--- src/rtl/pss_pkg.sv ---
package pss_pkg;
  typedef enum logic [3:0] {
    S_IDLE, S_ENABLE, S_RST_WAIT, S_LOCK_WAIT, S_SETTLE,
    S_FLASH_WS, S_SWITCH, S_DONE, S_ERROR
  } pss_state_e;
  localparam logic [1:0] MSEL_BOOT = 2'b00;
  localparam logic [1:0] MSEL_PLL  = 2'b10;
endpackage

--- src/rtl/pss_timer.sv ---
module pss_timer #(
  parameter int CNT_W = 8
) (
  input  logic             clk,
  input  logic             rst_n,
  input  logic             load_i,
  input  logic [CNT_W-1:0] load_val_i,
  output logic             zero_o
);
  logic [CNT_W-1:0] cnt_q, cnt_d;
  logic             cnt_en;

  assign cnt_en = load_i || (cnt_q != '0);

  always_comb begin
    if (load_i) cnt_d = load_val_i;
    else        cnt_d = cnt_q - 1'b1;
  end

  always_ff @(posedge clk or negedge rst_n) begin
    if (!rst_n)      cnt_q <= '0;
    else if (cnt_en) cnt_q <= cnt_d;
  end

  assign zero_o = (cnt_q == '0);
endmodule

--- src/rtl/pss_fsm.sv ---
module pss_fsm
  import pss_pkg::*;
#(
  parameter int EN_CYC      = 100,
  parameter int SETTLE_CYC  = 10000,
  parameter int LOCK_TO_CYC = 50000,
  parameter int NSRC        = 4,
  parameter int CNT_W       = 16
) (
  input  logic             clk,
  input  logic             rst_n,
  input  logic             start_i,
  input  logic             settle_en_i,
  input  logic             lock_i,
  input  logic [NSRC-1:0]  src_alive_i,
  input  logic             zero_i,
  output logic             load_o,
  output logic [CNT_W-1:0] load_val_o,
  output logic             accept_o,
  output logic             ws_wr_o,
  output logic             switch_go_o,
  output pss_state_e       state_o
);
  pss_state_e st_q, st_d;
  logic       all_alive;

  assign all_alive   = &src_alive_i;
  assign accept_o    = start_i && (st_q == S_IDLE || st_q == S_DONE || st_q == S_ERROR);
  assign ws_wr_o     = (st_q == S_FLASH_WS);
  assign switch_go_o = (st_q == S_SWITCH) && all_alive;
  assign state_o     = st_q;

  always_comb begin
    st_d       = st_q;
    load_o     = 1'b0;
    load_val_o = '0;
    unique case (st_q)
      S_IDLE, S_DONE, S_ERROR: if (start_i) st_d = S_ENABLE;
      S_ENABLE: begin
        st_d       = S_RST_WAIT;
        load_o     = 1'b1;
        load_val_o = CNT_W'(EN_CYC - 1);
      end
      S_RST_WAIT: if (zero_i) begin
        st_d       = S_LOCK_WAIT;
        load_o     = 1'b1;
        load_val_o = CNT_W'(LOCK_TO_CYC - 1);
      end
      S_LOCK_WAIT: begin
        if (lock_i) begin
          if (settle_en_i) begin
            st_d       = S_SETTLE;
            load_o     = 1'b1;
            load_val_o = CNT_W'(SETTLE_CYC - 1);
          end else begin
            st_d = S_FLASH_WS;
          end
        end else if (zero_i) begin
          st_d = S_ERROR;
        end
      end
      S_SETTLE:   if (zero_i) st_d = S_FLASH_WS;
      S_FLASH_WS: st_d = S_SWITCH;
      S_SWITCH:   st_d = all_alive ? S_DONE : S_ERROR;
      default:    st_d = S_IDLE;
    endcase
  end

  always_ff @(posedge clk or negedge rst_n) begin
    if (!rst_n) st_q <= S_IDLE;
    else        st_q <= st_d;
  end
endmodule

--- src/rtl/pss_outreg.sv ---
module pss_outreg
  import pss_pkg::*;
#(
  parameter int WS_W = 4
) (
  input  logic            clk,
  input  logic            rst_n,
  input  logic            accept_i,
  input  logic            ws_wr_i,
  input  logic            switch_go_i,
  input  logic [WS_W-1:0] flash_ws_i,
  output logic            insel_o,
  output logic [WS_W-1:0] flash_ws_o,
  output logic [1:0]      mclk_sel_o,
  output logic            done_o
);
  logic       sel_en;
  logic [1:0] sel_d;

  assign sel_en = accept_i || switch_go_i;
  assign sel_d  = switch_go_i ? MSEL_PLL : MSEL_BOOT;

  always_ff @(posedge clk or negedge rst_n) begin
    if (!rst_n) begin
      insel_o    <= 1'b1;
      flash_ws_o <= '0;
      mclk_sel_o <= MSEL_BOOT;
      done_o     <= 1'b0;
    end else begin
      done_o <= switch_go_i;
      if (accept_i) insel_o    <= 1'b0;
      if (ws_wr_i)  flash_ws_o <= flash_ws_i;
      if (sel_en)   mclk_sel_o <= sel_d;
    end
  end
endmodule

--- src/rtl/pll_switch_seq.sv ---
module pll_switch_seq
  import pss_pkg::*;
#(
  parameter int EN_CYC      = 100,
  parameter int SETTLE_CYC  = 10000,
  parameter int LOCK_TO_CYC = 50000,
  parameter int WS_W        = 4,
  parameter int NSRC        = 4
) (
  input  logic            clk,
  input  logic            rst_n,
  input  logic            start_i,
  input  logic            settle_en_i,
  input  logic            pll_lock_i,
  input  logic [WS_W-1:0] flash_ws_i,
  input  logic [NSRC-1:0] src_alive_i,
  output logic            pll_insel_o,
  output logic            pll_en_o,
  output logic            pll_rstb_o,
  output logic            pll_out_en_o,
  output logic [WS_W-1:0] flash_ws_o,
  output logic [1:0]      mclk_sel_o,
  output logic            busy_o,
  output logic            done_o,
  output logic            err_o
);
  localparam int MAX_A = (EN_CYC > SETTLE_CYC) ? EN_CYC : SETTLE_CYC;
  localparam int MAX_C = (MAX_A > LOCK_TO_CYC) ? MAX_A : LOCK_TO_CYC;
  localparam int CNT_W = $clog2(MAX_C + 1);

  pss_state_e       st;
  logic             zero, load, accept, ws_wr, switch_go;
  logic [CNT_W-1:0] load_val;

  pss_fsm #(
    .EN_CYC(EN_CYC), .SETTLE_CYC(SETTLE_CYC), .LOCK_TO_CYC(LOCK_TO_CYC),
    .NSRC(NSRC), .CNT_W(CNT_W)
  ) u_fsm (
    .clk(clk), .rst_n(rst_n), .start_i(start_i), .settle_en_i(settle_en_i),
    .lock_i(pll_lock_i), .src_alive_i(src_alive_i), .zero_i(zero),
    .load_o(load), .load_val_o(load_val), .accept_o(accept), .ws_wr_o(ws_wr),
    .switch_go_o(switch_go), .state_o(st)
  );

  pss_timer #(.CNT_W(CNT_W)) u_timer (
    .clk(clk), .rst_n(rst_n), .load_i(load), .load_val_i(load_val), .zero_o(zero)
  );

  pss_outreg #(.WS_W(WS_W)) u_out (
    .clk(clk), .rst_n(rst_n), .accept_i(accept), .ws_wr_i(ws_wr),
    .switch_go_i(switch_go), .flash_ws_i(flash_ws_i), .insel_o(pll_insel_o),
    .flash_ws_o(flash_ws_o), .mclk_sel_o(mclk_sel_o), .done_o(done_o)
  );

  always_comb begin
    pll_en_o     = 1'b0;
    pll_rstb_o   = 1'b0;
    pll_out_en_o = 1'b0;
    busy_o       = 1'b0;
    err_o        = 1'b0;
    unique case (st)
      S_IDLE:      ;
      S_ENABLE:    busy_o = 1'b1;
      S_RST_WAIT:  begin busy_o = 1'b1; pll_en_o = 1'b1; end
      S_LOCK_WAIT,
      S_SETTLE:    begin busy_o = 1'b1; pll_en_o = 1'b1; pll_rstb_o = 1'b1; end
      S_FLASH_WS,
      S_SWITCH:    begin busy_o = 1'b1; pll_en_o = 1'b1; pll_rstb_o = 1'b1; pll_out_en_o = 1'b1; end
      S_DONE:      begin pll_en_o = 1'b1; pll_rstb_o = 1'b1; pll_out_en_o = 1'b1; end
      S_ERROR:     err_o = 1'b1;
      default:     ;
    endcase
  end
endmodule

--- config.mk ---
export PLATFORM = sky130hd
export DESIGN_NAME = pll_switch_seq
export DESIGN_NICKNAME = d
export VERILOG_FILES = /design/src/rtl/pss_pkg.sv /design/src/rtl/pss_timer.sv /design/src/rtl/pss_fsm.sv /design/src/rtl/pss_outreg.sv /design/src/rtl/pll_switch_seq.sv
export SDC_FILE = /design/constraint.sdc
export NUM_CORES = 1
export LEC_CHECK = 0
export ABC_AREA = 1
export CAP_MARGIN = 20
export CORE_UTILIZATION = 54
export DETAILED_ROUTE_END_ITERATION = 10
export PLACE_DENSITY_LB_ADDON = 0.08
export SLEW_MARGIN = 40
export SYNTH_ARGS = -nofsm -noshare
export SYNTH_HDL_FRONTEND = slang
export SYNTH_SLANG_ARGS = --single-unit
--- constraint.sdc ---
create_clock -name clk -period 2 [get_ports clk]
set_clock_uncertainty 0.2 [all_clocks]
set_input_delay 0.5 -clock clk [delete_from_list [all_inputs] [get_ports clk]]
set_output_delay 0.5 -clock clk [all_outputs]
set_load 0.01 [all_outputs]
==> tab_implementation.tex <==
\begin{tabular}{lr}
\hline
Metric & Value \\
\hline
\multicolumn{2}{l}{\textbf{STA}} \\
\quad Setup repair after global routing missed its margin & true \\
\quad Top achievable clock speed & 478 MHz \\
\quad Number of pins with negative max-slew slack in the final report & 0 \\
\quad Worst setup slack after layout & -0.0928 ns \\
\quad Period utilization & 1.05 \\
\quad Period minus WS final & 2.09 ns \\
\quad Setup Viol. Count Final & 4 \\
\quad Final count of hold timing violations & 0 \\
\multicolumn{2}{l}{\textbf{Drt}} \\
\quad Number of design rule violations left after detail routing & 0 \\
\quad Wirelength per Cell & 12.0 um \\
\quad Via count & 1635 \\
\quad Starting DRT DRC Count & 54 \\
\quad Antenna-violating nets left & 0 \\
\quad Number of vias per cell & 5.02 \\
\quad Final routed wirelength across all metal layers & 3920 um \\
\quad Router iterations before antenna repair & 5 \\
\multicolumn{2}{l}{\textbf{Global route}} \\
\quad Largest net degree at the start of global routing & 28 \\
\quad Number of antenna violations at the first check in global routing & 0 \\
\quad Overall Global Routing Usage & 0.258 \\
\quad Via count of the first global-routing pass & 1533 \\
\quad Sum of overflow across all layers after global routing & 0 \\
\quad Wire length of the first global-routing pass & 6730 um \\
\multicolumn{2}{l}{\textbf{Floorplan}} \\
\quad Initial Util & 0.568 \\
\quad Horiz. Die Dim & 58.7 um \\
\quad Area of the core & 3050 um2 \\
\quad Die Y & 58.7 um \\
\quad Number of standard-cell rows in the floorplan & 20 \\
\quad Io pins & 26 \\
\quad Die Outline Area & 3440 um2 \\
\multicolumn{2}{l}{\textbf{Pwr}} \\
\quad Pwr Density & 1350 nW/um2 \\
\quad Leakage power summed over all cells & 1.21 nW \\
\quad Share of total power in combinational logic & 0.615 \\
\quad Fraction of power consumed by the clock network & 0.085 \\
\quad Switching portion of total power & 0.462 \\
\quad Overall power consumption & 3.03 mW \\
\quad Net Sw Power & 1.40 mW \\
\quad Maximum ir drop on the vdd rail & 774 uV \\
\quad Sequential fraction of design power & 0.300 \\
\quad Int Power & 1.63 mW \\
\multicolumn{2}{l}{\textbf{Layout}} \\
\quad Count of filler cells inserted in the layout & 262 \\
\quad Non-Filler Cell Area, Final & 2250 um2 \\
\quad Area taken by flip-flops and latches & 678 um2 \\
\quad Ratio of cells with drive above 1 in the final layout & 0.273 \\
\quad Area of the multi-input gates & 953 um2 \\
\quad Count of non-filler cells in the finished layout & 326 \\
\quad Layout net count & 298 \\
\quad Diodes inserted & 0 \\
\quad Layout-stage area growth over the synthesis result & 29.9\% \\
\multicolumn{2}{l}{\textbf{Placed design}} \\
\quad Port Buffer Count & 24 \\
\quad Post-DP HPWL & 2910 um \\
\quad RD Place Congestion & 0.843 \\
\quad Placed Cells incl. Taps & 318 \\
\quad Dpl cell area & 2160 um2 \\
\multicolumn{2}{l}{\textbf{Hold path}} \\
\quad Start point of the worst min-delay path & u\_out.insel\_o\$\_DFFE\_PN1P\_ \\
\quad Type of the tightest min-delay check & reg -> reg \\
\multicolumn{2}{l}{\textbf{Critical path}} \\
\quad Crit path launch type & flop \\
\quad WS Path Type & reg -> out \\
\quad Launching element of the worst setup path & u\_fsm.state\_o[1]\$\_DFFE\_PN0P\_ \\
\quad Arr. time, crit path & 1.39 ns \\
\quad Endpoint kind of the worst setup timing path & output pin \\
\quad Worst setup slack for register-to-register paths & 0.13 ns \\
\quad Endpoint required time on the critical path & 1.30 ns \\
\quad Highest fanout seen on the critical path & 4 \\
\quad Startpoint of the lowest-slack register-to-register path & u\_fsm.state\_o[2]\$\_DFFE\_PN0P\_ \\
\multicolumn{2}{l}{\textbf{Clocking}} \\
\quad Clock Latency Late Sink & 0.33 ns \\
\quad CTS buffer count & 3 \\
\quad Number of buffers on the longest clock path & 2 \\
\quad Clock Tree Root & clkbuf\_4 \\
\quad \# clock sinks & 27 \\
\quad CTS HTree Levels & 1 \\
\quad Worst-path clk slew & 0.16 ns \\
\quad CTS tree & done \\
\quad Number of buffers inserted by hold repair at cts & 0 \\
\multicolumn{2}{l}{\textbf{Logic synthesis}} \\
\quad Most common cell in the netlist & nand2\_1 \\
\quad Yosys top cell by area & dfrtp\_1 \\
\quad Yosys Warn Count & 0 \\
\quad Post-synthesis compound-gate area fraction & 0.0664 \\
\quad Cell count after synthesis & 234 \\
\quad Count of flip-flops with a built-in enable after synthesis & 0 \\
\quad Post-synthesis instance area & 1730 um2 \\
\quad Basic-gate share of the synthesized area counting and, or, nand and nor cells & 0.395 \\
\quad Seq cells post-synth & 27 \\
\quad Share of the synthesized area in the top cell type & 0.375 \\
\quad Largest family of logic cells by synthesized area & simple AND/OR/NAND/NOR gates \\
\quad Multiplexer share of the synthesized area & 0.0260 \\
\quad Dominant register cell in the synthesized netlist & dfrtp\_1 \\
\quad Synthesized-area fraction occupied by xor and xnor cells & 0.0253 \\
\quad Mean area per synthesized cell & 7.41 um2 \\
\quad Fraction of the yosys area taken by sequential cells & 0.390 \\
\quad Total nets after synthesis & 249 \\
\quad Most instantiated cells after synthesis & 56 x nand2\_1, 39 x nor2\_1, 30 x inv\_1 \\
\quad Number of different library cells in the post-synthesis netlist & 34 \\
\quad Adder-cell share of the synthesized area & 0.0144 \\
\quad Dominant cells by area after synthesis & dfrtp\_1 38\%, nand2\_1 12\%, nor2\_1 8.4\% \\
\quad Share of async-settable or async-resettable flops after synthesis & 1.00 \\
\multicolumn{2}{l}{\textbf{Run status}} \\
\quad Failing checks & negative setup slack \\
\quad Status & finished, violations left \\
\multicolumn{2}{l}{\textbf{Flow run}} \\
\quad Number of violations of the max-capacitance limit & 0 \\
\hline
\end{tabular}
[logic make-up (layout without fill, tap and decap cells)]
logic type,Yosys count,count (layout)
AO/OA/AOI/OAI,19,19
AND/OR/NAND/NOR,140,140
XOR/XNOR,5,5
buffers and inverters,36,84
multiplexers,4,4
adder cells (fa/ha/maj),2,2
other,1,1
flip-flops,27,27
[path summary, 6_finish.rpt]
| path | cells after the start | to |
|---|---|---|
| min in group asynchronous | 2 | u_timer.cnt_q[0]$_DFFE_PN0P_ |
| worst max register to register | 8 | u_fsm.state_o[2]$_DFFE_PN0P_ |
| max in group asynchronous | 2 | u_out.insel_o$_DFFE_PN1P_ |
| worst min-delay path | 1 | u_out.insel_o$_DFFE_PN1P_ |
| worst max-delay path | 7 | err_o |
| worst min register to register | 1 | u_out.insel_o$_DFFE_PN1P_ |
[placed cells by master (no fill, tap or decap), types with 2 or more instances in the layout]
master            n
xor2_1            4
dlymetal6s2s_1    4
a31oi_1           2
buf_4            19
a21oi_1           6
nor3b_1           2
nand2_1          55
nor2_2            5
nor3_1            3
nand2_2           7
nand3_1          13
inv_1            26
nor2_1           38
o21ai_0           3
dfrtp_1          25
mux2_2            4
o21ai_2           2
inv_2             9
clkbuf_4          3
o21ai_1           2
nor2_4            8
nand2_4           2
buf_2             4
clkdlybuf4s50_1  14
[critical path, stage by stage (launching register included)]
cell     delay, ns
dfrtp_1       0.43
buf_6         0.14
nor2_4        0.12
inv_2         0.04
nor2_2        0.09
inv_1         0.05
nor2_1        0.07
buf_2         0.13
[per-layer routing]
layer / vias to the layer above / GRT usage / share of wire
li1: 823 / - / -
met1: 759 / 0.340 / 0.44
met2: 48 / 0.433 / 0.50
met3: 5 / 0.0330 / 0.045
met4: 0 / 0.0986 / 0.014
met5: - / 0 / 0
[power by group through the flow]
stage	Combinational [mW]	Sequential [mW]	Clock (mW)
floorplan	1.13	0.897	0
finish	1.86	0.910	0.257
detailed placement	1.77	0.909	0
global placement	1.75	0.900	0
CTS	1.81	0.900	0.257
global route	2.10	0.937	0.289
[repair_timing]
item | CTS | global route
pin swaps | 3 | 3
gates cloned | 0 | 0
setup endpoints to repair | 6 | 19
gates resized for setup | 27 | 11
buffers inserted | 1 | 3
[stage by stage]
stage / setup TNS, ns / worst slack (ns) / hold slack (ns) / util
after floorplan: 0 / 0.350 / 0.00441 / -
after global placement: -0.0957 / -0.0523 / 0.249 / 0.708
after detailed placement: -0.129 / -0.0677 / 0.251 / 0.708
after CTS: -0.161 / -0.103 / 0.272 / 0.724
after global routing: -0.591 / -0.165 / 0.290 / 0.738
final: -0.181 / -0.0928 / 0.269 / 0.738
[sequential cells by signal, summed over array words and instances, names as in the netlist]
register,flops
u_out.insel_o,1
u_out.done_o,1
u_out.flash_ws_o,4
u_timer.cnt_q,16
u_out.mclk_sel_o,1
u_fsm.state_o,4
[layout make-up]
cell class / count / area share
multi-input cells: 171 / 0.423
flip-flops and latches: 27 / 0.301
repair buffers: 45 / 0.179
inverters: 35 / 0.0583
well taps: 44 / 0.0244
clock buffers: 3 / 0.0100
clock inverters: 1 / 0.00333
Note: power is estimated with default switching activity, not from simulation.
